--- src/rtl/chain_dma_pkg.sv ---
package chain_dma_pkg;
    typedef enum logic [1:0] {
        ST_IDLE  = 2'd0,
        ST_XFER  = 2'd1,
        ST_FETCH = 2'd2
    } seq_state_e;

    localparam int DESC_WORDS = 4;
endpackage

--- src/rtl/chain_start_qual.sv ---
module chain_start_qual (
    input  logic idle,
    input  logic port_en,
    input  logic dma_en,
    input  logic chain_en,
    input  logic prm_ready,
    input  logic prm_wr_en,
    input  logic prm_cnt_nz,
    input  logic cp_wr_en,
    output logic start_single,
    output logic start_chain
);
    logic enabled;

    always_comb begin
        enabled      = idle && port_en && dma_en;
        start_single = enabled && !chain_en && prm_wr_en && prm_cnt_nz;
        start_chain  = enabled && chain_en && cp_wr_en && prm_ready;
    end
endmodule

--- src/rtl/chain_addr_gen.sv ---
module chain_addr_gen #(
    parameter int WORD_W = 16,
    parameter int CNT_W  = 16
) (
    input  logic              clk,
    input  logic              rst_n,
    input  logic              prm_wr,
    input  logic [WORD_W-1:0] prm_idx,
    input  logic [WORD_W-1:0] prm_mod,
    input  logic [CNT_W-1:0]  prm_cnt,
    input  logic              desc_ld,
    input  logic [WORD_W-1:0] desc_idx,
    input  logic [WORD_W-1:0] desc_mod,
    input  logic [CNT_W-1:0]  desc_cnt,
    input  logic              step,
    output logic [WORD_W-1:0] cur_idx,
    output logic [WORD_W-1:0] cur_mod,
    output logic [CNT_W-1:0]  cur_cnt
);
    typedef struct packed {
        logic [WORD_W-1:0] idx;
        logic [WORD_W-1:0] mdf;
        logic [CNT_W-1:0]  cnt;
    } ag_s;

    ag_s ag_d, ag_q;

    always_comb begin
        ag_d = ag_q;
        if (prm_wr) begin
            ag_d.idx = prm_idx;
            ag_d.mdf = prm_mod;
            ag_d.cnt = prm_cnt;
        end else if (desc_ld) begin
            ag_d.idx = desc_idx;
            ag_d.mdf = desc_mod;
            ag_d.cnt = desc_cnt;
        end else if (step) begin
            ag_d.idx = ag_q.idx + ag_q.mdf;
            ag_d.cnt = ag_q.cnt - CNT_W'(1);
        end
    end

    always_ff @(posedge clk or negedge rst_n) begin
        if (!rst_n) ag_q <= '0;
        else        ag_q <= ag_d;
    end

    assign cur_idx = ag_q.idx;
    assign cur_mod = ag_q.mdf;
    assign cur_cnt = ag_q.cnt;
endmodule

--- src/rtl/chain_desc_fetch.sv ---
module chain_desc_fetch #(
    parameter int WORD_W = 16
) (
    input  logic              clk,
    input  logic              rst_n,
    input  logic              start,
    input  logic              abort,
    input  logic [WORD_W-1:0] base,
    input  logic [WORD_W-1:0] rd_data,
    output logic              rd_req,
    output logic [WORD_W-1:0] rd_addr,
    output logic              done,
    output logic [WORD_W-1:0] next_ptr,
    output logic [WORD_W-1:0] cnt_word,
    output logic [WORD_W-1:0] mod_word,
    output logic [WORD_W-1:0] idx_word
);
    import chain_dma_pkg::*;

    localparam int SEQ_W = $clog2(DESC_WORDS + 1);
    localparam logic [SEQ_W-1:0] LAST_SEQ = SEQ_W'(DESC_WORDS);
    localparam logic [SEQ_W-1:0] SEQ_NXT  = SEQ_W'(1);
    localparam logic [SEQ_W-1:0] SEQ_CNT  = SEQ_W'(2);
    localparam logic [SEQ_W-1:0] SEQ_MOD  = SEQ_W'(3);

    typedef struct packed {
        logic              active;
        logic [SEQ_W-1:0]  seq;
        logic [WORD_W-1:0] base;
        logic [WORD_W-1:0] nxt;
        logic [WORD_W-1:0] cnt;
        logic [WORD_W-1:0] mdf;
    } fetch_s;

    fetch_s ft_d, ft_q;

    // seq counts issued requests; the response to request k is captured at seq k+1
    always_comb begin
        ft_d = ft_q;
        if (abort) begin
            ft_d.active = 1'b0;
        end else if (start) begin
            ft_d.active = 1'b1;
            ft_d.seq    = '0;
            ft_d.base   = base;
        end else if (ft_q.active) begin
            ft_d.seq = ft_q.seq + SEQ_W'(1);
            case (ft_q.seq)
                SEQ_NXT: ft_d.nxt = rd_data;
                SEQ_CNT: ft_d.cnt = rd_data;
                SEQ_MOD: ft_d.mdf = rd_data;
                default: ;
            endcase
            if (ft_q.seq == LAST_SEQ) ft_d.active = 1'b0;
        end
    end

    always_ff @(posedge clk or negedge rst_n) begin
        if (!rst_n) ft_q <= '0;
        else        ft_q <= ft_d;
    end

    assign rd_req   = ft_q.active && (ft_q.seq < LAST_SEQ) && !abort;
    assign rd_addr  = ft_q.base + WORD_W'(ft_q.seq);
    assign done     = ft_q.active && (ft_q.seq == LAST_SEQ) && !abort;
    assign next_ptr = ft_q.nxt;
    assign cnt_word = ft_q.cnt;
    assign mod_word = ft_q.mdf;
    assign idx_word = rd_data;
endmodule

--- src/rtl/chain_dma_seq.sv ---
module chain_dma_seq #(
    parameter int WORD_W = 16,
    parameter int CNT_W  = 16
) (
    input  logic              clk,
    input  logic              rst_n,
    input  logic              cfg_port_en,
    input  logic              cfg_dma_en,
    input  logic              cfg_chain_en,
    input  logic              prm_wr_en,
    input  logic [WORD_W-1:0] prm_wr_idx,
    input  logic [WORD_W-1:0] prm_wr_mod,
    input  logic [CNT_W-1:0]  prm_wr_cnt,
    input  logic              cp_wr_en,
    input  logic [WORD_W-1:0] cp_wr_data,
    input  logic              xfer_req,
    output logic              word_vld,
    output logic [WORD_W-1:0] word_addr,
    output logic [WORD_W-1:0] word_mod,
    output logic              mem_rd_req,
    output logic [WORD_W-1:0] mem_rd_addr,
    input  logic [WORD_W-1:0] mem_rd_data,
    output logic              busy,
    output logic              chain_done
);
    import chain_dma_pkg::*;

    typedef struct packed {
        seq_state_e        state;
        logic              chain;
        logic [WORD_W-1:0] cp;
        logic              init;
        logic              done;
    } ctl_s;

    ctl_s ctl_d, ctl_q;

    logic              idle;
    logic              prm_wr_ok;
    logic              cp_wr_ok;
    logic              start_single;
    logic              start_chain;
    logic              step;
    logic              xfer_last;
    logic              desc_ld;
    logic              fetch_start;
    logic              fetch_abort;
    logic              fetch_done;
    logic [WORD_W-1:0] f_next;
    logic [WORD_W-1:0] f_cnt;
    logic [WORD_W-1:0] f_mod;
    logic [WORD_W-1:0] f_idx;
    logic [WORD_W-1:0] cur_idx;
    logic [WORD_W-1:0] cur_mod;
    logic [CNT_W-1:0]  cur_cnt;
    logic              chain_mode;

    assign idle       = (ctl_q.state == ST_IDLE);
    assign prm_wr_ok  = prm_wr_en && idle;
    assign cp_wr_ok   = cp_wr_en && idle;
    assign chain_mode = ctl_q.chain;

    chain_start_qual u_qual (
        .idle         (idle),
        .port_en      (cfg_port_en),
        .dma_en       (cfg_dma_en),
        .chain_en     (cfg_chain_en),
        .prm_ready    (ctl_q.init),
        .prm_wr_en    (prm_wr_en),
        .prm_cnt_nz   (prm_wr_cnt != '0),
        .cp_wr_en     (cp_wr_en),
        .start_single (start_single),
        .start_chain  (start_chain)
    );

    assign step      = (ctl_q.state == ST_XFER) && cfg_dma_en && xfer_req && (cur_cnt != '0);
    assign xfer_last = (cur_cnt == '0) || (step && cur_cnt == CNT_W'(1));

    always_comb begin
        ctl_d       = ctl_q;
        ctl_d.done  = 1'b0;
        fetch_start = 1'b0;
        fetch_abort = 1'b0;
        desc_ld     = 1'b0;
        if (prm_wr_ok) ctl_d.init = (prm_wr_cnt != '0);
        if (cp_wr_ok)  ctl_d.cp   = cp_wr_data;
        case (ctl_q.state)
            ST_IDLE: begin
                if (start_single) begin
                    ctl_d.state = ST_XFER;
                    ctl_d.chain = 1'b0;
                    ctl_d.init  = 1'b0;
                end else if (start_chain) begin
                    ctl_d.state = ST_XFER;
                    ctl_d.chain = 1'b1;
                    ctl_d.init  = 1'b0;
                end
            end
            ST_XFER: begin
                if (xfer_last) begin
                    if (ctl_q.chain && ctl_q.cp != '0) begin
                        ctl_d.state = ST_FETCH;
                        fetch_start = 1'b1;
                    end else begin
                        ctl_d.state = ST_IDLE;
                        ctl_d.done  = 1'b1;
                    end
                end
            end
            ST_FETCH: begin
                if (fetch_done) begin
                    desc_ld     = 1'b1;
                    ctl_d.cp    = f_next;
                    ctl_d.state = ST_XFER;
                end
            end
            default: ctl_d.state = ST_IDLE;
        endcase
        if (!idle && !cfg_dma_en) begin
            ctl_d.state = ST_IDLE;
            ctl_d.done  = 1'b0;
            fetch_abort = 1'b1;
            fetch_start = 1'b0;
            desc_ld     = 1'b0;
        end
    end

    always_ff @(posedge clk or negedge rst_n) begin
        if (!rst_n) ctl_q <= '{state: ST_IDLE, default: '0};
        else        ctl_q <= ctl_d;
    end

    chain_desc_fetch #(.WORD_W(WORD_W)) u_fetch (
        .clk      (clk),
        .rst_n    (rst_n),
        .start    (fetch_start),
        .abort    (fetch_abort),
        .base     (ctl_q.cp),
        .rd_data  (mem_rd_data),
        .rd_req   (mem_rd_req),
        .rd_addr  (mem_rd_addr),
        .done     (fetch_done),
        .next_ptr (f_next),
        .cnt_word (f_cnt),
        .mod_word (f_mod),
        .idx_word (f_idx)
    );

    chain_addr_gen #(.WORD_W(WORD_W), .CNT_W(CNT_W)) u_agen (
        .clk      (clk),
        .rst_n    (rst_n),
        .prm_wr   (prm_wr_ok),
        .prm_idx  (prm_wr_idx),
        .prm_mod  (prm_wr_mod),
        .prm_cnt  (prm_wr_cnt),
        .desc_ld  (desc_ld),
        .desc_idx (f_idx),
        .desc_mod (f_mod),
        .desc_cnt (f_cnt[CNT_W-1:0]),
        .step     (step),
        .cur_idx  (cur_idx),
        .cur_mod  (cur_mod),
        .cur_cnt  (cur_cnt)
    );

    assign word_vld   = step;
    assign word_addr  = cur_idx;
    assign word_mod   = cur_mod;
    assign busy       = !idle;
    assign chain_done = ctl_q.done;
endmodule

--- config.mk ---
export PLATFORM = sky130hd
export DESIGN_NAME = chain_dma_seq
export DESIGN_NICKNAME = d
export VERILOG_FILES = /design/src/rtl/chain_dma_pkg.sv /design/src/rtl/chain_start_qual.sv /design/src/rtl/chain_addr_gen.sv /design/src/rtl/chain_desc_fetch.sv /design/src/rtl/chain_dma_seq.sv
export SDC_FILE = /design/constraint.sdc
export NUM_CORES = 1
export LEC_CHECK = 0
export BUFFER_PORTS_ARGS = -buffer_cell sky130_fd_sc_hd__buf_2
export CAP_MARGIN = 20
export CORE_UTILIZATION = 40
export DETAILED_ROUTE_END_ITERATION = 10
export MAX_ROUTING_LAYER = met4
export PLACE_DENSITY = 0.65
export SYNTH_ARGS = -nofsm -noshare
export SYNTH_HDL_FRONTEND = slang
export SYNTH_SLANG_ARGS = --single-unit
export TNS_END_PERCENT = 20
--- constraint.sdc ---
create_clock -name clk -period 3.6 [get_ports clk]
set_input_delay 0.54 -clock clk [delete_from_list [all_inputs] [get_ports clk]]
set_output_delay 0.54 -clock clk [all_outputs]
set_load 0.005 [all_outputs]
=== After elaboration in Yosys (flattened, before gate mapping) ===
Index checks and enable logic that the tools add are counted.

* Flip-flop bits (word level): 137
* Input port bits: 88
* Output and inout port bits: 52

* Bitwise gates (word level): 2
* Add/subtract/negate cells: 4
* Multiplexer cells: 36
* Equal/unequal tests: 10
* Reduce and logical (&&, ||, !) cells: 41
* Magnitude comparators: 1

{| class="wikitable"
|+ Operators with widths
! cell !! count
|-
| 16-bit 2-to-1 mux || 8
|-
| 48-bit 2-to-1 mux || 1
|-
| 16-bit nonzero test || 3
|-
| 1-bit logical AND || 20
|-
| 1-bit 2-to-1 mux || 18
|-
| 16-bit adder || 1
|-
| 16-bit by 3-bit adder with 16-bit output || 1
|-
| 16-bit by 1-bit == test with 1-bit output (second input constant) || 1
|-
| 16-bit zero test || 1
|-
| 16-bit by 1-bit subtractor with 16-bit output (second input constant) || 1
|-
| 4-bit AND reduction || 3
|-
| 2-bit 2-to-1 mux || 4
|-
| 4-bit 2-to-1 mux || 2
|-
| 3-bit by 2-bit == test with 1-bit output (second input constant) || 2
|-
| 3-bit 2-to-1 mux || 2
|-
| 2-bit case mux with 3 select lines || 1
|-
| 2-bit AND reduction || 3
|-
| 2-bit nonzero test || 3
|-
| 1-bit zero test || 4
|-
| 4-bit by 1-bit != test with 1-bit output (second input constant) || 1
|-
| 3-bit by 1-bit adder with 3-bit output (second input constant) || 1
|-
| 3-bit by 1-bit == test with 1-bit output (second input constant) || 1
|-
| 3-bit == test (second input constant) || 1
|-
| 3-bit < comparator (second input constant) || 1
|-
| other kinds (9) || 10
|}

=== Depth between registers and ports, before layout ===
Gate-level depths: netlist of the first run.

* Depth in word-level cells: 11
* Gate-level depth with buffers: 10

=== Modules after synthesis ===
From an unflattened synthesis of the first run, not the netlist that was laid out.

* Cell total of the unflattened synthesis: 800
* Area total of the unflattened synthesis: 8112.8 um2

{| class="wikitable"
|+ By module, submodules not included
! module !! times used !! area each (um2) !! cells an instance !! sequential area each (um2)
|-
| chain_desc_fetch || 1 || 3540.9 || 272 || 1701.6
|-
| chain_addr_gen || 1 || 3384.5 || 405 || 1201.2
|-
| chain_dma_seq || 1 || 1154.9 || 118 || 525.5
|-
| chain_start_qual || 1 || 32.5 || 5 || 0.0
|}

=== Worst setup path before layout of the first run ===
OpenSTA, ideal clock, no wires.

* Path kind: reg2out
* Start: reg u_fetch.ft_q[64] in the netlist's numbering
* End: out mem_rd_addr[8]
* Path buffers: 0
* Arrival time: 1.656 ns
* Stages on the path, launching flop included: 9
* Data required time: 3.060 ns
* Slack: 1.404 ns
* Path through: dfrtp_1 ha_1 inv_1 fa_1 nor2b_1 nor2_1 nor2_1 nand4_1 xnor2_1

* Longest elaborated chain between the ends: 1

{| class="wikitable"
|+ RTL lines
! element !! line !! source
|-
| start: declaration || chain_desc_fetch.sv:35 || <nowiki>fetch_s ft_d, ft_q;</nowiki>
|-
| start signal: assignment || chain_desc_fetch.sv:60 || <nowiki>else ft_q <= ft_d;</nowiki>
|-
| 16-bit by 3-bit adder with 16-bit output || chain_desc_fetch.sv:64 || <nowiki>assign rd_addr = ft_q.base + WORD_W'(ft_q.seq);</nowiki>
|-
| end: declaration || chain_dma_seq.sv:21 || <nowiki>output logic [WORD_W-1:0] mem_rd_addr,</nowiki>
|}

No other way between the ends.

=== Worst setup path after layout of the first run ===
Ends and elaborated chain as after synthesis.

==> qor.txt, run 1 <==
Reg2reg start - u_fetch.ft_q[65]
Required time at the worst-slack endpoint - 3060 ps
Post-DP Area - 8410 um^2
Slew @ Worst Pin - 755 ps
Placeable Area - 18,100 um^2
Die H - 139 um
Die W - 139 um
Final HPWL DP - 14,200 um
CTS max path bufs - 2
Filler cell count - 1,676
Synthesized instance count - 720
GRT overflow - 0
Commonest non-fill, non-tap cells in the layout - buf_2, dfrtp_1, nand2_1
Vias - 5,982
CP startpoint - u_fetch.ft_q[64]
R2R Setup Slk - 760 ps
Routed Antenna Nets - 0
Worst Path Arrival - 2390 ps
CP max stage cell - fa_1
Worst path cell trace - ha_1 -> inv_1 -> fa_1 -> nor2b_1 -> nor2_1 -> nor2_1 -> nand4_1 -> xnor2_1 -> buf_2
Site Rows - 49
Cell area power density - 525 nW/um^2
Mapped cell area - 7480 um^2
Final WL - 20,000 um
Largest stage delay on the critical path - 410 ps
Setup Crit Path Kind - reg2out
Synth Net Count - 836
R2R cell count - 9
EDFF count, synth - 0
Syn Area/Cell - 10.4 um^2
Worst Path Max Fanout - 5
Pins Over Slew Limit - 0
Sequential-to-total area share from yosys stat - 0.458
Final hold vios - 0
WL per Instance - 18.2 um
Largest net degree at the start of global routing - 78
Clock transition at the registers of the reported paths - 60 ps
Post-DR vias/cell - 5.45
Synth cell types - 64
Die area - 19,300 um^2
Setup crit end kind - primary output
Outcome - complete, but fails checks
Root Buffer - clkbuf_16
Asr flop ratio synth - 1.00
IO Port Bufs - 139
Leak Pwr - 4.25 nW
DP Cell Count - 1,065
Area delta synth->final - 20.1%
Final critical-path setup slack - 666 ps
CTS buffer count - 17
Initial antenna violation count - 0
# H-tree levels - 4
Num Clock Sinks - 137
Worst VDD drop - 0.354 mV
Final Non-Filler Cells - 1,097
Commonest non-fill, non-tap cell in the layout - buf_2
Final worst-path cycle share - 0.815
Fmax achieved - 341 MHz
Nets - 971
Starting density of the core - 0.412
Worst Setup EP - mem_rd_addr[8]
# diodes - 0
First-pass iteration count of the detailed router - 10
First-pass GRT wire length - 32,200 um
Slew headroom - 0.496
1st-iter DRT viols - 432
Design Area, Final - 8990 um^2
Top Ports - 140
Hold Buf Count CTS - 0
Synth warnings - 0
Hold slack - 170 ps
Capture point of the worst reg-to-reg path - u_agen.cur_cnt[3]
Setup WS pre-CTS - 777 ps
# DRC - 7
Clock Skew - 9.77 ps
Vias in the first global route - 5,962
Post-CTS Resized - 0
Clk_lat worst skew - 420 ps
Max_cap viols - 0
Layout cells sized above 1 - 0.301
Unrepaired setup endpoints after global routing - false
Most frequent CP cell - nor2_1
Final setup vio count - 0
CTS tree - yes
Flops & latches, synth - 137
Routability cong. - 0.885
Failing checks - design-rule violations
Setup TNS - 0 ps
Total Routing Usage GR - 0.222
Hold Path Class - in2async
Postcts setup bufs - 0
Critical path launch point type - register
Post-synth top flop - dfrtp_1
Period minus WS final - 2930 ps
[how the worst min path moves through the flow]
| stage | startpoint | to | cells past startpoint |
|---|---|---|---|
| after floorplan | rst_n | chain_done | 0 |
| after global placement | u_fetch.next_ptr[13] | ctl_q[15] | 2 |
| after detailed placement | u_fetch.next_ptr[13] | ctl_q[15] | 2 |
| after CTS | rst_n | u_agen.cur_mod[6] | 1 |
| after global routing | rst_n | u_agen.cur_idx[1] | 1 |
| final | rst_n | u_agen.cur_mod[6] | 1 |
[power by group]
part           internal (mW)  switching [mW]
Combinational          0.523           0.645
Clock                   1.02           0.695
Sequential              1.69           0.153
[critical path: cells and delay by family, from the launching register on]
kind	cells	cell delay [ps]
xor+xnor	1	140
flops	1	400
simple gates	4	650
buf+inv	2	180
fa+ha+maj	2	600
[flip-flops by register name, indices dropped and copies added (netlist names)]
signal	cells
u_fetch.ft_q	20
ctl_q	19
u_agen.cur_cnt	16
u_agen.cur_idx	16
u_agen.cur_mod	16
u_fetch.cnt_word	16
u_fetch.mod_word	16
u_fetch.next_ptr	16
chain_done	1
chain_mode	1
[per-stage QoR]
stage	power (mW)	utilization
global placement	3.01	0.464
finish	4.72	0.495
global route	4.99	0.495
CTS	4.75	0.495
floorplan	2.61	-
detailed placement	3.02	0.464
[cells by family after synthesis]
group,synth area share
multiplexers,0.134
AO/OA/AOI/OAI,0.146
adder cells (fa/ha/maj),0.0488
AND/OR/NAND/NOR,0.141
buffers and inverters,0.0309
XOR/XNOR,0.0410
flip-flops,0.458
[synth_stat cells, types with 9 or more instances]
| library cell | count | area (um^2) |
|---|---|---|
| a21oi_1 | 40 | 200 |
| a211oi_1 | 15 | 113 |
| a31oi_1 | 19 | 119 |
| nand3_1 | 15 | 75.1 |
| mux2_2 | 34 | 383 |
| o21ai_0 | 38 | 190 |
| mux2i_1 | 17 | 170 |
| o211ai_1 | 11 | 82.6 |
| mux2_4 | 30 | 450 |
| nor2_1 | 55 | 206 |
| nor4_1 | 9 | 56.3 |
| nand2_1 | 85 | 319 |
| dfrtp_1 | 137 | 3430 |
| ha_1 | 26 | 325 |
| xnor2_1 | 27 | 236 |
| nor3_1 | 11 | 55.1 |
| inv_1 | 12 | 45.0 |
| clkbuf_1 | 27 | 101 |
| o22ai_1 | 11 | 68.8 |
[routing by layer]
layer	wire, um	up-vias	track usage	part of all wire
li1	-	2900	-	-
met1	9380	2859	0.303	0.47
met2	9160	203	0.334	0.46
met3	1180	20	0.0508	0.059
met4	240	0	0.0532	0.012
met5	0	-	-	0
[final cells by class]
type,count,area [um^2],share of cell area
Clock buffer,18,429,0.0477
Clock inverter,14,149,0.0166
Inverter,12,45.0,0.00501
Multi-Input combinational cell,534,3830,0.426
Sequential cell,137,3430,0.381
Tap cell,229,287,0.0319
Timing Repair Buffer,153,820,0.0911
Power figures use the tool's default switching activity.
==> run 2: changes to the inputs <==
ABC_AREA = 1   (was default)
PLACE_DENSITY = 0.64   (was 0.65)
clock period = 2.8 ns   (was 3.6 ns; I/O delays follow)
==> run 2 against run 1 <==
Effect of this change:
- the run now ends clean
- non-clock buffer count up 12
- setup slack worse by 530 ps
- final cell count up 43%
- first-iteration DRC count up 14%
- sequential share of layout area down 3.5 points
- die area up 9.8%
- clock power up 36%
- critical endpoint is now mem_rd_addr[12]
- highest routed layer unchanged
==> qor.txt, run 2 <==
Outcome - finished clean
Worst Path Max Fanout - 3 (-2)
Switching Fraction - 0.411 (+0.0949)
Most frequent cell after synthesis - nand2_1
CP max stage cell - dfrtp_1
Site Rows - 52 (+6.1%)
Sequential-to-total area share from yosys stat - 0.416 (-0.0416)
Final setup vio count - 0 (unchanged)
Slew headroom - 0.527 (+0.0313)
Clock transition at the registers of the reported paths - 70 ps (about the same)
Layout cells sized above 1 - 0.183 (-0.118)
Leak Pwr - 5.37 nW (+26%)
Post-synth top area cell - dfrtp_1
Asr flop ratio synth - 1.00 (unchanged)
Top Ports - 140 (unchanged)
Vias in the first global route - 7,397 (+24%)
Largest regs - u_fetch.ft_q: 20 flops, ctl_q: 19 flops
Period minus WS final - 2660 ps
Setup Crit Path Kind - reg2out
Mapped cell area - 8230 um^2 (+10%)
Worst Path Arrival - 2240 ps (-150 ps)
# DRC - 0 (-7)
Hold Path Class - in2reg
Core Util, Final - 0.489 (-0.00609)
CTS max path bufs - 2 (unchanged)
Final hold vios - 0 (unchanged)
Worst VDD drop - 0.455 mV (+29%)
Placeable Area - 20,200 um^2 (+12%)
CTS tree - yes
Commonest non-fill, non-tap cells in the layout - nand2_1, nand3_1, buf_2
Clock Skew - 13.0 ps (+3.28 ps)
Largest stage delay on the critical path - 350 ps (-60 ps)
Routability cong. - 0.922 (+4.2%)
Total Routing Usage GR - 0.238 (+0.0160)
Die H - 145 um (+4.8%)
Fmax achieved - 376 MHz
Syn Area/Cell - 7.21 um^2 (-31%)
Post-DR vias/cell - 5.05 (-7.5%)
Synth cell types - 43 (-33%)
Max_cap viols - 0 (unchanged)
Pins Over Slew Limit - 0 (unchanged)
Final Non-Filler Cells - 1,565 (+43%)
Synth top area share - 0.416 (-0.0416)
Commonest non-fill, non-tap cell in the layout - nand2_1
Critical path launch point type - register
Final worst-path cycle share - 0.951
Worst path cell trace - ha_2 -> inv_1 -> fa_2 -> o22ai_2 -> and2_4 -> nand2_4 -> nor2_4 -> buf_4 -> xor2_1 -> buf_2
Unrepaired setup endpoints after global routing - true
Top cells by area, synth - dfrtp_1, nand2_1, nand3_1, nor2_1, ha_1
GRT overflow - 0 (unchanged)
Slew @ Worst Pin - 710 ps (-45.1 ps)
Hold slack - 204 ps (+34.4 ps)
Synth Net Count - 1,258 (+50%)
Comb pwr share - 0.423 (+0.176)
First-pass GRT wire length - 38,500 um (+20%)
Clk pwr share - 0.261 (-0.102)
IO Port Bufs - 139 (unchanged)
Max FFs per register - 20 (unchanged)
Required time at the worst-slack endpoint - 2380 ps (-680 ps)
Vias - 7,897 (+32%)
Final HPWL DP - 17,300 um (+22%)
Setup crit end kind - primary output
Area delta synth->final - 20.3%
Synthesized instance count - 1,142 (+59%)
Top post-synthesis cells by count - nand2_1, nand3_1, dfrtp_1
Internal power - 5.28 mW (+64%)
Final WL - 23,800 um (+19%)
Initial antenna violation count - 1 (+1)
First-pass iteration count of the detailed router - 7 (-3)
Sw power - 3.69 mW (+150%)
Synth warnings - 0 (unchanged)
Starting density of the core - 0.407 (-0.00562)
DP Cell Count - 1,526 (+43%)
Routed Antenna Nets - 0 (unchanged)
1st-iter DRT viols - 493 (+14%)
Flops & latches, synth - 137 (unchanged)
Largest reg by FF count - u_fetch.ft_q
EDFF count, synth - 0 (unchanged)
Sequential Power Share - 0.316 (-0.073)
# H-tree levels - 4 (unchanged)
Die W - 145 um (+4.8%)
Post-synth top flop - dfrtp_1
Die area - 21,200 um^2 (+9.8%)
Num Clock Sinks - 137 (unchanged)
Nets - 1,397 (+44%)
Clk_lat worst skew - 430 ps (about the same)
CTS buffer count - 17 (unchanged)
Largest net degree at the start of global routing - 63 (-19%)
Root Buffer - clkbuf_16
Cell area power density - 906 nW/um^2 (+72%)
WL per Instance - 15.2 um (-16%)
[run 2: cell count changes after synthesis, sizes merged, moves of 10 or more]
cell / delta
nand2: +337
nand3: +126
inv: +82
mux2: -64
nor2: +50
xnor2: -20
mux2i: -17
a211oi: -15
a21oi: -15
buf: +15
a21boi: +10
o22ai: -10
[run 2: path summary, 6_finish.rpt]
| path | from | to | slack, ps | cells after the start |
|---|---|---|---|---|
| worst max-delay path | u_fetch.ft_q[48] | mem_rd_addr[12] | 140 | 10 |
| worst min-delay path | prm_wr_mod[11] | u_agen.cur_mod[11] | 200 | 3 |
| worst max register to register | u_fetch.ft_q[64] | u_agen.cur_idx[15] | 320 | 13 |
| worst min register to register | u_fetch.cnt_word[1] | u_fetch.cnt_word[1] | 470 | 2 |
| max in group asynchronous | rst_n | u_agen.cur_idx[0] | 1400 | 3 |
| min in group asynchronous | rst_n | u_fetch.ft_q[60] | 510 | 2 |
[run 2: per-layer routing]
metal  GRT usage  vias to the layer above  routed length [um]
met3      0.0480                       22                1210
met4      0.0579                        0                 299
li1            -                     3957                   -
met2       0.367                      192               11200
met5           -                        -                   0
met1       0.321                     3726               11100
[run 2: what timing repair did]
action	4_1_cts	5_1_grt
gates cloned	0	0
buffers inserted	1	4
endpoints found under the hold margin	46	0
hold buffers	1	0
pin swaps	0	4
resized for setup	3	7
setup endpoints to repair	3	4
[run 2: logic make-up after synthesis]
group / Yosys count / synth area share
AO/OA/AOI/OAI: 110 / 0.0786
XOR/XNOR: 24 / 0.0255
adder cells (fa/ha/maj): 28 / 0.0444
buffers and inverters: 141 / 0.0710
flip-flops: 137 / 0.416
AND/OR/NAND/NOR: 702 / 0.364
[run 2: area by class of cell]
cell class	count	area, um^2
flip-flops and latches	137	3430
well taps	270	338
inverters	96	364
fillers	2002	10300
diodes	1	2.50
clock buffers	18	439
clock inverters	14	173
repair buffers	165	900
multi-input cells	864	4260
[run 2: metrics by stage]
step / instance area [um^2] / total power, mW / setup TNS (ps) / setup slack (ps)
after floorplan: 8230 / 5.49 / 0 / 565
after global placement: 9200 / 6.55 / 0 / 321
after detailed placement: 9200 / 6.60 / 0 / 307
after CTS: 9840 / 8.98 / 0 / 31.8
after global routing: 9900 / 9.66 / -12.3 / -12.3
final: 9900 / 8.97 / 0 / 137
[run 2: power by group through the flow]
| stage | registers, mW | clock network (mW) | logic (mW) |
|---|---|---|---|
| 6_report | 2.83 | 2.34 | 3.80 |
| 2_1_floorplan | 2.78 | 0 | 2.71 |
| 3_5_place_dp | 2.86 | 0 | 3.75 |
| 3_3_place_gp | 2.86 | 0 | 3.69 |
| 5_1_grt | 2.89 | 2.46 | 4.30 |
| 4_1_cts | 2.83 | 2.37 | 3.78 |
[run 2: worst max-delay path: cells and delay by family (launching register included)]
kind | cells | cell delay [ps]
flip-flops | 1 | 350
AO/OA/AOI/OAI | 1 | 120
XOR/XNOR | 1 | 130
adder cells (fa/ha/maj) | 2 | 530
buffers and inverters | 3 | 290
AND/OR/NAND/NOR | 3 | 390
==> run 3: changes to the inputs <==
CELL_PAD_IN_SITES_DETAIL_PLACEMENT = 0   (was default)
CELL_PAD_IN_SITES_GLOBAL_PLACEMENT = 1   (was default)
CORE_ASPECT_RATIO = 0.9   (was default)
PLACE_DENSITY = 0.83   (was 0.64)
==> run 3 against run 2 <==
Effect of this change:
- total power up 0.45%
- global-route usage up 0.30 points
- critical path depth down 2
- the flow now finishes with violations (negative hold slack)
- utilization up 0.11 points
- largest cell class unchanged
- combinational power about the same
- clock power up 3%
- clock-buffer cell count up 2
- maximum frequency down 0.61%
==> qor.txt, run 3 (synthesis results as in run 2) <==
Layout cells sized above 1 - 0.176 (-0.00714)
CTS buffer count - 17 (unchanged)
Final WL - 23,700 um (-0.14%)
Post-DR vias/cell - 5.15 (+2.1%)
Placeable Area - 20,000 um^2 (-0.92%)
# diodes - 0 (-1)
First-pass iteration count of the detailed router - 5 (-2)
First-pass GRT wire length - 39,000 um (+1.4%)
Clock Skew - 9.80 ps (-3.24 ps)
Starting density of the core - 0.411 (+0.00378)
Initial antenna violation count - 0 (-1)
Worst VDD drop - 0.412 mV (-9.4%)
Internal power - 5.39 mW (+1.9%)
Top Ports - 140 (unchanged)
Setup Crit Path Kind - reg2out
Vias - 7,928 (+0.39%)
Largest net degree at the start of global routing - 63 (unchanged)
IO Port Bufs - 139 (unchanged)
Area delta synth->final - 19.5%
Nets - 1,389 (-0.57%)
Switching Fraction - 0.402 (-0.00867)
Slew @ Worst Pin - 668 ps (-41.7 ps)
Fmax achieved - 373 MHz (-0.61%)
Routed Antenna Nets - 0 (unchanged)
Final HPWL DP - 17,600 um (+2.1%)
Site Rows - 49 (-5.8%)
Pins Over Slew Limit - 0 (unchanged)
Total Routing Usage GR - 0.241 (+0.00298)
Worst Path Max Fanout - 7 (+4)
Worst Path Arrival - 2260 ps (+20 ps)
# DRC - 0 (unchanged)
Clk_lat worst skew - 430 ps (about the same)
Die W - 153 um (+5.3%)
Required time at the worst-slack endpoint - 2380 ps (about the same)
CTS tree - yes
Final worst-path cycle share - 0.957 (+0.00581)
Failing checks - negative hold slack
Clock transition at the registers of the reported paths - 60 ps (about the same)
Setup crit end kind - primary output
Largest regs - u_fetch.ft_q: 20 flops, ctl_q: 19 flops
Max_cap viols - 0 (unchanged)
Hold Buf Count CTS - 0 (-1)
Final hold vios - 8 (+8)
# H-tree levels - 4 (unchanged)
Critical path launch point type - register
Cell area power density - 916 nW/um^2 (+1.2%)
Hold slack - -15.5 ps (-220 ps)
Core Util, Final - 0.490 (+0.00112)
1st-iter DRT viols - 503 (+2.0%)
Root Buffer - clkbuf_16
Clk pwr share - 0.267 (+0.006)
Outcome - complete, but fails checks
Leak Pwr - 5.31 nW (-0.99%)
Max FFs per register - 20 (unchanged)
Comb pwr share - 0.419 (-0.004)
WL per Instance - 15.4 um (+1.5%)
Num Clock Sinks - 137 (unchanged)
Commonest non-fill, non-tap cells in the layout - nand2_1, nand3_1, buf_2
Vias in the first global route - 7,336 (-0.82%)
Final setup vio count - 0 (unchanged)
CTS max path bufs - 2 (unchanged)
GRT overflow - 0 (unchanged)
Sw power - 3.62 mW (-1.7%)
Period minus WS final - 2680 ps (+16.3 ps)
Hold Path Class - in2async
Largest reg by FF count - u_fetch.ft_q
Unrepaired setup endpoints after global routing - true
Commonest non-fill, non-tap cell in the layout - nand2_1
Die area - 21,200 um^2 (about the same)
Sequential Power Share - 0.313 (-0.003)
Die H - 138 um (-5.1%)
Routability cong. - 0.921 (about the same)
Slew headroom - 0.554 (+0.0272)
## run 3: cell count changes in the layout (fill, tap and decap cells not counted), sizes merged
| cell | delta |
|---|---|
| bufinv | +1 |
| buf | -7 |
| clkinv | -6 |
| diode | -1 |
| clkinvlp | +1 |
| clkbuf | +2 |
| dlygate4sd3 | -1 |
## run 3: area by class of cell
class	count	area [um^2]
Sequential cell	137	3430
Fill cell	2022	10200
Clock buffer	20	457
Clock inverter	10	169
Inverter	96	364
Multi-Input combinational cell	864	4250
Timing Repair Buffer	157	850
Tap cell	255	319
## run 3: layer usage
layer,GRT usage,up-vias,routed length [um]
li1,-,3946,-
met4,0.0526,0,182
met3,0.0464,12,1460
met5,-,-,0
met1,0.349,3728,11600
met2,0.347,242,10500
## run 3: timing repair
item | 4_1_cts | 5_1_grt
endpoints found under the setup margin | 4 | 7
pin swaps | 0 | 1
resized for setup | 4 | 4
buffers inserted | 1 | 1
## run 3: per-stage QoR
| stage | setup TNS [ps] | power (mW) | cell area, um^2 | setup WS [ps] | cells |
|---|---|---|---|---|---|
| 3_5_place_dp | 0 | 6.62 | 9170 | 281 | 1507 |
| 5_1_grt | -40.3 | 9.78 | 9830 | -37.7 | 1539 |
| 6_report | 0 | 9.01 | 9830 | 121 | 1539 |
| 3_3_place_gp | 0 | 6.58 | 9170 | 336 | 1507 |
| 2_1_floorplan | 0 | 5.49 | 8230 | 565 | 1142 |
| 4_1_cts | 0 | 9.07 | 9810 | 11.3 | 1538 |
## run 3: power groups by stage
| stage | clock network, mW | registers [mW] | logic (mW) |
|---|---|---|---|
| after floorplan | 0 | 2.78 | 2.71 |
| after detailed placement | 0 | 2.85 | 3.76 |
| after CTS | 2.46 | 2.83 | 3.78 |
| final | 2.41 | 2.82 | 3.78 |
| after global placement | 0 | 2.85 | 3.73 |
| after global routing | 2.54 | 2.89 | 4.35 |
## run 3: worst paths after layout
| check | start | endpoint | slack [ps] | cells after the start |
|---|---|---|---|---|
| worst max-delay path | u_fetch.ft_q[66] | mem_rd_addr[11] | 120 | 8 |
| worst min-delay path | rst_n | ctl_q[19] | -20 | 1 |
| worst max register to register | u_fetch.ft_q[64] | u_agen.cur_cnt[6] | 380 | 12 |
| worst min register to register | u_fetch.next_ptr[15] | u_fetch.next_ptr[15] | 470 | 2 |
| max in group asynchronous | rst_n | u_fetch.mod_word[3] | 2060 | 2 |
| min in group clk | prm_wr_mod[10] | u_agen.cur_mod[10] | 210 | 3 |
## run 3: critical path, cell delays in order, from the launching register on
cell and delay [ps]:
dfrtp_2 480, ha_1 360, nand2_1 80, nand2_1 40, a31oi_1 330, inv_1 140, nand3_1 110, xor2_1 160
buf_2 140
